**config.mk**
```make
export PLATFORM = sky130hd
export DESIGN_NAME = wp_seq_detect
export DESIGN_NICKNAME = d
export VERILOG_FILES = /design/src/rtl/wp_seq_detect.sv
export SDC_FILE = /design/constraint.sdc
export NUM_CORES = 1
export LEC_CHECK = 0
export ABC_AREA = 1
export BUFFER_PORTS_ARGS = -buffer_cell sky130_fd_sc_hd__clkbuf_2
export CORE_ASPECT_RATIO = 1.4
export CORE_MARGIN = 4
export CORE_UTILIZATION = 40
export DETAILED_ROUTE_END_ITERATION = 7
export MAX_ROUTING_LAYER = met4
export PLACE_DENSITY = 0.67
export SYNTH_ARGS = -nofsm -noshare
export SYNTH_HDL_FRONTEND = slang
export SYNTH_SLANG_ARGS = --single-unit
```
**constraint.sdc**
```tcl
create_clock -name clk -period 2.05 [get_ports clk]
set_input_delay 0.205 -clock clk [delete_from_list [all_inputs] [get_ports clk]]
set_output_delay 0.205 -clock clk [all_outputs]
set_load 0.03 [all_outputs]
```
**src/rtl/wp_seq_detect.sv**
```systemverilog
module wp_seq_detect #(
  parameter int AW = 15,
  parameter int DW = 8,
  parameter logic [AW-1:0] ADDR_A = 15'h5555,
  parameter logic [AW-1:0] ADDR_B = 15'h2AAA,
  parameter logic [DW-1:0] K_FIRST = 8'hAA,
  parameter logic [DW-1:0] K_SECOND = 8'h55,
  parameter logic [DW-1:0] K_ARM = 8'hA0,
  parameter logic [DW-1:0] K_ESC = 8'h80,
  parameter logic [DW-1:0] K_CLEAR = 8'h20
) (
  input  logic          clk,
  input  logic          rst_n,
  input  logic          wr_valid,
  input  logic [AW-1:0] wr_addr,
  input  logic [DW-1:0] wr_data,
  input  logic          load_timeout,
  input  logic          prog_done,
  output logic          protected_o,
  output logic          commit_ok,
  output logic          cmd_byte
);

  typedef enum logic [2:0] {
    S_IDLE, S_P1, S_P2, S_D3, S_D4, S_D5, S_OPEN
  } st_t;

  st_t  st, st_nx;
  logic prot_q, arm_q, clr_q;
  logic hit, set_arm, set_clr;

  wire at_a = (wr_addr == ADDR_A);
  wire at_b = (wr_addr == ADDR_B);

  always_comb begin
    st_nx   = st;
    hit     = 1'b0;
    set_arm = 1'b0;
    set_clr = 1'b0;
    case (st)
      S_IDLE: if (at_a && wr_data == K_FIRST)  begin hit = 1'b1; st_nx = S_P1; end
      S_P1:   if (at_b && wr_data == K_SECOND) begin hit = 1'b1; st_nx = S_P2; end
      S_P2: begin
        if (at_a && wr_data == K_ARM) begin
          hit = 1'b1; st_nx = S_OPEN; set_arm = 1'b1;
        end else if (at_a && wr_data == K_ESC) begin
          hit = 1'b1; st_nx = S_D3;
        end
      end
      S_D3:   if (at_a && wr_data == K_FIRST)  begin hit = 1'b1; st_nx = S_D4; end
      S_D4:   if (at_b && wr_data == K_SECOND) begin hit = 1'b1; st_nx = S_D5; end
      S_D5: begin
        if (at_a && wr_data == K_CLEAR) begin
          hit = 1'b1; st_nx = S_OPEN; set_clr = 1'b1;
        end
      end
      default: ;
    endcase
    if (!hit && st != S_OPEN) st_nx = S_IDLE;
  end

  assign cmd_byte    = wr_valid & hit;
  assign commit_ok   = wr_valid & ~hit & (~prot_q | (st == S_OPEN));
  assign protected_o = prot_q;

  always_ff @(posedge clk) begin
    if (!rst_n) begin
      st     <= S_IDLE;
      prot_q <= 1'b0;
      arm_q  <= 1'b0;
      clr_q  <= 1'b0;
    end else if (prog_done) begin
      if (arm_q)      prot_q <= 1'b1;
      else if (clr_q) prot_q <= 1'b0;
      arm_q <= 1'b0;
      clr_q <= 1'b0;
      st    <= S_IDLE;
    end else if (load_timeout) begin
      if (st != S_OPEN) st <= S_IDLE;
    end else if (wr_valid) begin
      st <= st_nx;
      if (set_arm) arm_q <= 1'b1;
      if (set_clr) clr_q <= 1'b1;
    end
  end


  idle_quiet_chk: assert property (@(posedge clk) disable iff (!rst_n)
    !wr_valid |-> (!commit_ok && !cmd_byte));


  cmd_not_stored_chk: assert property (@(posedge clk) disable iff (!rst_n)
    !(cmd_byte && commit_ok));


  prot_edge_only_chk: assert property (@(posedge clk) disable iff (!rst_n)
    !$stable(protected_o) |-> $past(prog_done));


  timeout_abandon_chk: assert property (@(posedge clk) disable iff (!rst_n)
    (load_timeout && !prog_done && st != S_OPEN) |=> (st == S_IDLE));


  locked_refuse_chk: assert property (@(posedge clk) disable iff (!rst_n)
    (protected_o && commit_ok) |-> (st == S_OPEN));


  no_pending_hold_chk: assert property (@(posedge clk) disable iff (!rst_n)
    (prog_done && !arm_q && !clr_q) |=> $stable(protected_o));

endmodule

```
## Word-level counts from Yosys, hierarchy flattened

Cells that the tools add are included.

| word-level totals | value |
|---|---|
| flip-flop bits (word level) | 6 |
| output and inout port bits | 3 |
| logic and storage cells | 74 |
| bits of input ports | 28 |

| cells by class | value |
|---|---|
| equal/unequal tests | 21 |
| bitwise operators | 8 |
| reduce and logical (&&, ||, !) cells | 18 |
| muxes and demuxes | 23 |

Operators by type and width:

| operator | count |
|---|---|
| $mux 3 | 11 |
| $eq 8x8->1 const B | 3 |
| $ne 4x4->1 const B | 5 |
| $pmux 3 s6 | 1 |
| $eq 15x14->1 const B | 1 |
| $eq 15x15->1 const B | 1 |
| $mux 1 | 10 |
| $eq 3x3->1 const B | 3 |
| $reduce_and 9->1 | 1 |
| $eq 8x6->1 const B | 1 |
| $eq 8x7->1 const B | 1 |
| $reduce_bool 8->1 | 1 |
| $eq 3x2->1 const B | 2 |
| $logic_and 1x1->1 | 6 |
| $reduce_and 3->1 | 2 |
| $reduce_or 2->1 | 3 |
| $ne 5x5->1 const B | 1 |
| $not 1->1 | 4 |
| $pmux 1 s4 | 1 |
| $reduce_bool 2->1 | 2 |
| $and 1x1->1 | 3 |
| $eq 3x1->1 const B | 1 |
| $logic_not 3->1 | 1 |
| $ne 3x3->1 const B | 1 |
| 4 further kinds | 4 |

## Depth between registers and ports, before layout

Gate-level depths: netlist of run 1.

| depth | value |
|---|---|
| depth after elaboration | 10 |
| depth in mapped cells | 11 |
| mapped depth without buffers | 11 |

## Worst setup path before layout of run 1

Ideal clock, no wire load.

| path | value |
|---|---|
| path type | flip-flop to output port |
| from | register st[2] |
| to | output port commit_ok |
| setup slack | 0.208 ns |
| arrival time | 1.637 ns |
| buffers on the path | 0 |
| stages on the path, launching flop included | 9 |
| required time | 1.845 ns |
| path through | dfxtp_1 inv_1 nand2_1 nand2_1 nand4_1 nand2_1 inv_2 nand3_2 a211oi_1 |

| on the way | value |
|---|---|
| word-level cells in the longest chain between the ends | 6 |
| elaborated cells between the ends (all ways) | 14 |
| classes of those cells | eq/ne (6); mux (1); bitwise (4); reduce/logical (3) |

Ends and longest elaborated chain:

| item | line | RTL |
|---|---|---|
| start: declaration | 28 | `st_t st, st_nx;` |
| start signal: assignment | 81 | `st <= st_nx;` |
| $eq 3x3->1 (tied with other cells) | 40 | `case (st)` |
| $reduce_or 2->1 (no line) | -- |  |
| $pmux 1 s4 | 40 |  |
| $not 1->1 | 63 | `assign commit_ok = wr_valid & ~hit & (~prot_q \| (st == S_OPEN));` |
| $and 1x1->1 | 63 |  |
| $and 1x1->1 (*) | 63 |  |
| end: declaration | 20 | `output logic commit_ok,` |

Mark *: on every way between the ends. The rest lies on a longest branch, timed or not.

## Final worst setup path of run 1

| path | value |
|---|---|
| from | register st[0] |
| to | output port commit_ok |

Same word-level chain as after synthesis.

==> metrics.md, run 1 <==
| Metric | Value |
|---|---|
| Status | `complete, no violations` |
| Commonest non-fill, non-tap cells in the layout | `nand2_1, clkbuf_2, inv_1` |
| Clock root buffer | `clkbuf_4` |
| Fraction of final layout cells sized beyond drive strength 1 | `0.2450` |
| Crit path DAT | `1600 ps` |
| CTS H-tree depth | `1` |
| #FFs+latches synth | `6` |
| Die area | `2902 um2` |
| RSZ-0062 raised after global routing | `false` |
| Finished Layout Cells | `221` |
| R2R Setup Slk | `680 ps` |
| Power per cell area | `309.5 nW/um2` |
| Vias in the first global route | `1069` |
| Clock Path Buffers | `2` |
| Starting Density | `0.4249` |
| First-pass GRT wire length | `3946 um` |
| Largest net degree at the start of global routing | `9` |
| Worst path top cell family by delay | `simple AND/OR/NAND/NOR gates` |
| Drt drc | `0` |
| Max-cap violations | `0` |
| Final worst slack | `242.6 ps` |
| Average size of a mapped cell | `4.990 um2` |
| Clock transition at path regs | `40 ps` |
| Clk_lat worst skew | `230 ps` |
| Gr ovfl total | `0` |
| Initial antenna violation count | `0` |
| Total CTS buffers | `3` |
| Vias per cell | `5.050` |
| Post-layout nets | `230` |
| Slew Viols, Final | `0` |
| DRT antenna net count | `0` |
| Hold Buf Count CTS | `0` |
| Drt wl/cell | `10.20 um` |
| Postcts setup bufs | `0` |
| Startpoint Class | `flop` |
| Area post-placement | `1007 um2` |
| Fmax | `553.3 MHz` |
| Die width | `46.69 um` |
| Most used cell, CP | `nand2_1` |
| Hold_ws | `203.8 ps` |
| CP Capture Type | `output pin` |
| CTS tree | `done` |
| Initial DRC count | `28` |
| Crit path kind | `reg2out` |
| GPL Wtd Cong | `0.8795` |
| Worst path buffer plus inverter count | `2` |
| Final worst-path cycle share | `0.8817` |
| Die height | `62.17 um` |
| CP Data Required Time | `1850 ps` |
| DPL Wire Length | `1997 um` |
| Synth Instances | `168` |
| Dpl ws | `418.2 ps` |
| DRT Wirelength | `2255 um` |
| Setup TNS | `0 ps` |
| Netlist cell types | `20` |
| Slowest-stage cell, CP | `dfxtp_1` |
| All-layer global routing usage | `0.1778` |
| Hold Vio Cnt, Final | `0` |
| Area growth syn-to-layout | `23.13%` |
| Met3 Resource Use GR | `0.02890` |
| Seq/Total Area, Yosys | `0.1433` |
| Max-slew headroom | `0.7490` |
| Hold Path Class | `in2reg` |
| Routed vias | `1116` |
| Final setup viols | `0` |
| PostCTS Resize Cnt | `0` |
| Total leakage power | `0.0005927 uW` |
| Busiest grt layer | `met2` |
| Met2 Usage GRT | `0.3121` |
| Worst Skew | `2.988 ps` |
| CP Max Fanout | `5` |
| Cells along the critical path | `nor2_2, nand2_1, nand2_1, nand4_1, nand2_1, inv_2, nand3_2, a211oi_1, clkbuf_2` |
| CP max stage delay | `420 ps` |
| N_diodes | `0` |
| I/O Buffers | `30` |
| Commonest non-fill, non-tap cell in the layout | `nand2_1` |
| Rows | `19` |
| Post-layout min period | `1807 ps` |
| Finished Cell Area | `1032 um2` |
| Ports | `31` |
| CORE AREA | `1973 um2` |
| Net Count, Synth | `196` |
| Synthesized cell area | `838.3 um2` |
| Met1 Resource Use GR | `0.1777` |
| Synth warn | `0` |
| # clock sinks | `6` |
| Worst-Margin Slew | `376.5 ps` |
| 1st-pass router iterations | `4` |
| Placed insts | `218` |
| VDD IR max | `0.3327 mV` |
-- Yosys cell counts --
library cell,instances,share of area
nand3_1,15,0.090
clkinv_2,1,0.0060
nor3_1,6,0.036
nand4_1,3,0.022
o21ai_2,1,0.010
nor2_1,28,0.13
buf_4,1,0.0090
inv_2,6,0.027
nor2_2,3,0.022
o21ai_0,3,0.018
nor2_4,2,0.027
nand3_2,1,0.012
nand2_1,49,0.22
and3_1,1,0.0075
nand3b_1,3,0.027
o21a_1,2,0.018
a211oi_1,1,0.0090
inv_1,29,0.13
a21oi_1,7,0.042
dfxtp_1,6,0.14
-- final timing paths --
path	start	end	depth (start not counted)
max reg2reg	st[0]$_SDFFE_PP0P_	st[1]$_SDFFE_PP0P_	10
min reg2reg	arm_q$_SDFFE_PP0P_	protected_o$_SDFFE_PN0P_	2
min	rst_n	protected_o$_SDFFE_PN0P_	3
max	st[0]$_SDFFE_PP0P_	commit_ok	9
-- layout make-up --
class	instances	area, um2
fill	231	940.9
multi-input combinational	125	574.3
timing repair buffer	30	150.1
inverter	36	136.4
sequential	6	122.6
tap	21	26.28
clock buffer	3	22.52
-- flip-flops by register name, indices dropped and copies added, names as in the netlist --
register	flops
protected_o	1
st	3
clr_q	1
arm_q	1
-- worst register-to-register path: cells and delay by family (launching register included) --
family | cells | cell delay, ps
DFF | 1 | 420
and+or+nand+nor | 5 | 430
buffers and inverters | 3 | 180
AOI/OAI and AO/OA | 2 | 260
-- power by group --
group          switching (uW)  leakage [uW]  total (uW)  internal, uW
clock                    34.7     0.0000138         100          65.7
sequential               3.02     0.0000494         122           119
combinational            58.3      0.000529        97.2          38.9
-- per-layer routing --
metal,vias up,wire length (um)
met4,0,72
met1,487,814
met5,-,0
met2,36,1234
met3,8,134
li1,585,-
-- per-stage QoR --
stage                     total power [uW]  utilization
after floorplan                      174.9            -
after global routing                 354.0       0.5231
after CTS                            325.1       0.5219
after global placement               217.5       0.5105
final                                319.5       0.5231
after detailed placement             220.6       0.5105
-- cell families after synthesis --
group                  count (synthesis)  share of synthesized area
AND/OR/NAND/NOR                      111                     0.5881
buffers and inverters                 37                     0.1716
AO/OA/AOI/OAI                         14                    0.09701
flip-flops                             6                     0.1433
No activity file was read; power rests on OpenSTA's default activity.
==> run 2: changes to the inputs <==
==> config.mk (replaced) <==
export PLATFORM = sky130hd
export DESIGN_NAME = wp_seq_detect
export DESIGN_NICKNAME = d
export VERILOG_FILES = /design/src/rtl/wp_seq_detect.sv
export SDC_FILE = /design/constraint.sdc
export NUM_CORES = 1
export LEC_CHECK = 0
export BUFFER_PORTS_ARGS = -buffer_cell sky130_fd_sc_hd__clkbuf_2
export CORE_UTILIZATION = 40
export CTS_CLUSTER_SIZE = 10
export DETAILED_ROUTE_END_ITERATION = 7
export MAX_ROUTING_LAYER = met4
export PLACE_DENSITY = 0.7
export SYNTH_ARGS = -nofsm -noshare
export SYNTH_HDL_FRONTEND = slang
export SYNTH_SLANG_ARGS = --single-unit
==> metrics.md, run 2 <==
| Metric | Value |
|---|---|
| Status | `finished, violations left` |
| Failing checks | `design-rule violations` |
| Final setup viols | `0 (unchanged)` |
| Synth warn | `0 (unchanged)` |
| Primary FF master, synth | `dfxtp_1` |
| Largest register by flop count | `st` |
| Crit path DAT | `1770 ps (+170 ps)` |
| Seq/Total Area, Yosys | `0.1730 (+0.02969)` |
| Synth area leaders | `dfxtp_1, nor4bb_1, and4b_1` |
| Slew Viols, Final | `0 (unchanged)` |
| Worst Skew | `5.055 ps (+2.067 ps)` |
| Clk_lat worst skew | `240 ps (about the same)` |
| R2R Setup Slk | `380 ps (-300 ps)` |
| VDD IR max | `0.3407 mV (+2.4%)` |
| Average size of a mapped cell | `8.170 um2 (+64%)` |
| Max-cap violations | `0 (unchanged)` |
| CP Max Fanout | `9 (+4)` |
| CP max stage delay | `370 ps (-50 ps)` |
| GPL Wtd Cong | `0.8580 (-2.4%)` |
| Largest net degree at the start of global routing | `12 (+3)` |
| EDFF count, synth | `0 (unchanged)` |
| Hold Path Class | `in2reg` |
| Hold_ws | `217.4 ps (+13.67 ps)` |
| Most frequent cell after synthesis | `nand2_1` |
| Power per cell area | `342.2 nW/um2 (+11%)` |
| Final worst-path cycle share | `0.9646 (+0.08299)` |
| Rows | `14 (-5)` |
| Vias per cell | `6.504 (+29%)` |
| Total CTS buffers | `3 (unchanged)` |
| Max FFs per register | `3 (unchanged)` |
| Worst path buffer plus inverter count | `1 (-1)` |
| DPL Wire Length | `1551 um (-22%)` |
| RSZ-0062 raised after global routing | `false` |
| Max-slew headroom | `0.6842 (-0.06483)` |
| Post-layout util | `0.5690 (+0.04588)` |
| CORE AREA | `1559 um2 (-21%)` |
| 1st-pass router iterations | `6 (+2)` |
| Ports | `31 (unchanged)` |
| #FFs+latches synth | `6 (unchanged)` |
| Gr ovfl total | `0 (unchanged)` |
| Cells along the critical path | `nor4bb_2, a41o_1, a21oi_1, o22ai_1, and2_1, clkbuf_2` |
| Area growth syn-to-layout | `27.75%` |
| Initial DRC count | `30 (+7.1%)` |
| Setup TNS | `0 ps (unchanged)` |
| Async set-or-reset flop fraction in the synthesized netlist | `0 (unchanged)` |
| Routed vias | `852 (-24%)` |
| Commonest non-fill, non-tap cells in the layout | `clkbuf_2, nand2_1, nor4bb_1` |
| Post-layout nets | `145 (-37%)` |
| Hold Buf Count CTS | `0 (unchanged)` |
| # clock sinks | `6 (unchanged)` |
| Clock Path Buffers | `2 (unchanged)` |
| Worst path top cell family by delay | `compound AO/OA/AOI/OAI gates` |
| I/O Buffers | `30 (unchanged)` |
| Post-layout min period | `1978 ps (+170.1 ps)` |
| CP Data Required Time | `1850 ps (about the same)` |
| Hold Vio Cnt, Final | `0 (unchanged)` |
| Drt drc | `1 (+1)` |
| Vias in the first global route | `781 (-27%)` |
| Synth top area share | `0.1730 (-0.04643)` |
| Die width | `43.67 um (-6.5%)` |
| CP Capture Type | `output pin` |
| Worst-Margin Slew | `472.3 ps (+95.78 ps)` |
| Synth Instances | `85 (-49%)` |
| Postcts setup bufs | `0 (unchanged)` |
| Die height | `43.67 um (-30%)` |
| Drt wl/cell | `14.76 um (+45%)` |
| Die area | `1907 um2 (-34%)` |
| First-pass GRT wire length | `3325 um (-16%)` |
| Fmax | `505.7 MHz (-8.6%)` |
| Synth area leader | `dfxtp_1` |
| Clock root buffer | `clkbuf_4` |
| All-layer global routing usage | `0.2340 (+0.05629)` |
| CTS H-tree depth | `1 (unchanged)` |
| Crit path kind | `reg2out` |
| Clock transition at path regs | `40 ps (about the same)` |
| Top cells by count, synth | `nand2_1, nor4bb_1, dfxtp_1` |
| Total leakage power | `0.0003655 uW (-38%)` |
| Starting Density | `0.4454 (+0.02057)` |
| Netlist cell types | `39 (+95%)` |
| Fraction of final layout cells sized beyond drive strength 1 | `0.3826 (+0.1376)` |
| Commonest non-fill, non-tap cell in the layout | `clkbuf_2` |
| Initial antenna violation count | `0 (unchanged)` |
| CTS tree | `done` |
| N_diodes | `0 (unchanged)` |
| DRT Wirelength | `1933 um (-14%)` |
| Slowest-stage cell, CP | `dfxtp_4` |
| Startpoint Class | `flop` |
| Net Count, Synth | `113 (-42%)` |
| DRT antenna net count | `0 (unchanged)` |
| Synthesized cell area | `694.4 um2 (-17%)` |
[run 2: kinds of logic (layout without fill, tap and decap cells)]
kind of cell | after synthesis | in the layout | share of synthesized area
AND/OR/NAND/NOR | 56 | 56 | 0.5694
AO/OA/AOI/OAI | 16 | 16 | 0.2036
XOR/XNOR | 2 | 2 | 0.02523
buffers and inverters | 5 | 35 | 0.02883
flip-flops | 6 | 6 | 0.1730
[run 2: metal layers]
metal  GRT usage  up-vias  part of all wire
met1      0.3206      407              0.49
met4     0.05000        0                 0
met3     0.06667        0             0.059
li1            -      413                 -
met5           -        -                 0
met2      0.3403       32              0.45
[run 2: per-stage QoR]
step                instances  instance area (um2)  setup WS (ps)  total power, uW
finish                    131                887.1          72.49            303.6
global route              131                887.1          6.755            320.1
CTS                       131                877.1          15.58            307.2
detailed placement        128                852.1          218.6            198.7
global placement          128                852.1          233.9            197.1
floorplan                  85                694.4          297.3            150.3
[run 2: worst register-to-register path: cells and delay by family (launching register included)]
family / cells / cell delay [ps]
AO/OA/AOI/OAI: 4 / 920
flip-flops: 1 / 390
AND/OR/NAND/NOR: 1 / 290
[run 2: report_power, final]
group / switching [uW] / internal [uW] / leakage [uW] / total [uW]
clock: 40.5 / 66.1 / 0.0000138 / 107
sequential: 0.00000227 / 116 / 0.0000501 / 116
combinational: 43.0 / 38.2 / 0.000302 / 81.2
total: 83.5 / 220 / 0.000366 / 304
[run 2: final cells by class]
class	count	area (um2)
fill	148	671.9
multi-input combinational	74	560.5
timing repair buffer	30	150.1
sequential	6	126.4
clock buffer	3	22.52
tap	16	20.02
inverter	2	7.507
[run 2: path summary, 6_finish.rpt]
check,startpoint,endpoint,cells past startpoint
setup / recovery,st[1]$_SDFFE_PP0P_,cmd_byte,6
hold / removal,rst_n,protected_o$_SDFFE_PN0P_,2
setup reg to reg,st[1]$_SDFFE_PP0P_,st[0]$_SDFFE_PP0P_,5
hold reg to reg,clr_q$_SDFFE_PP0P_,clr_q$_SDFFE_PP0P_,1
[run 2: what timing repair did]
action / 4_1_cts / 5_1_grt
gates resized for setup: 2 / 3
endpoints found under the setup margin: 2 / 2
hold endpoints to repair: 0 / 0
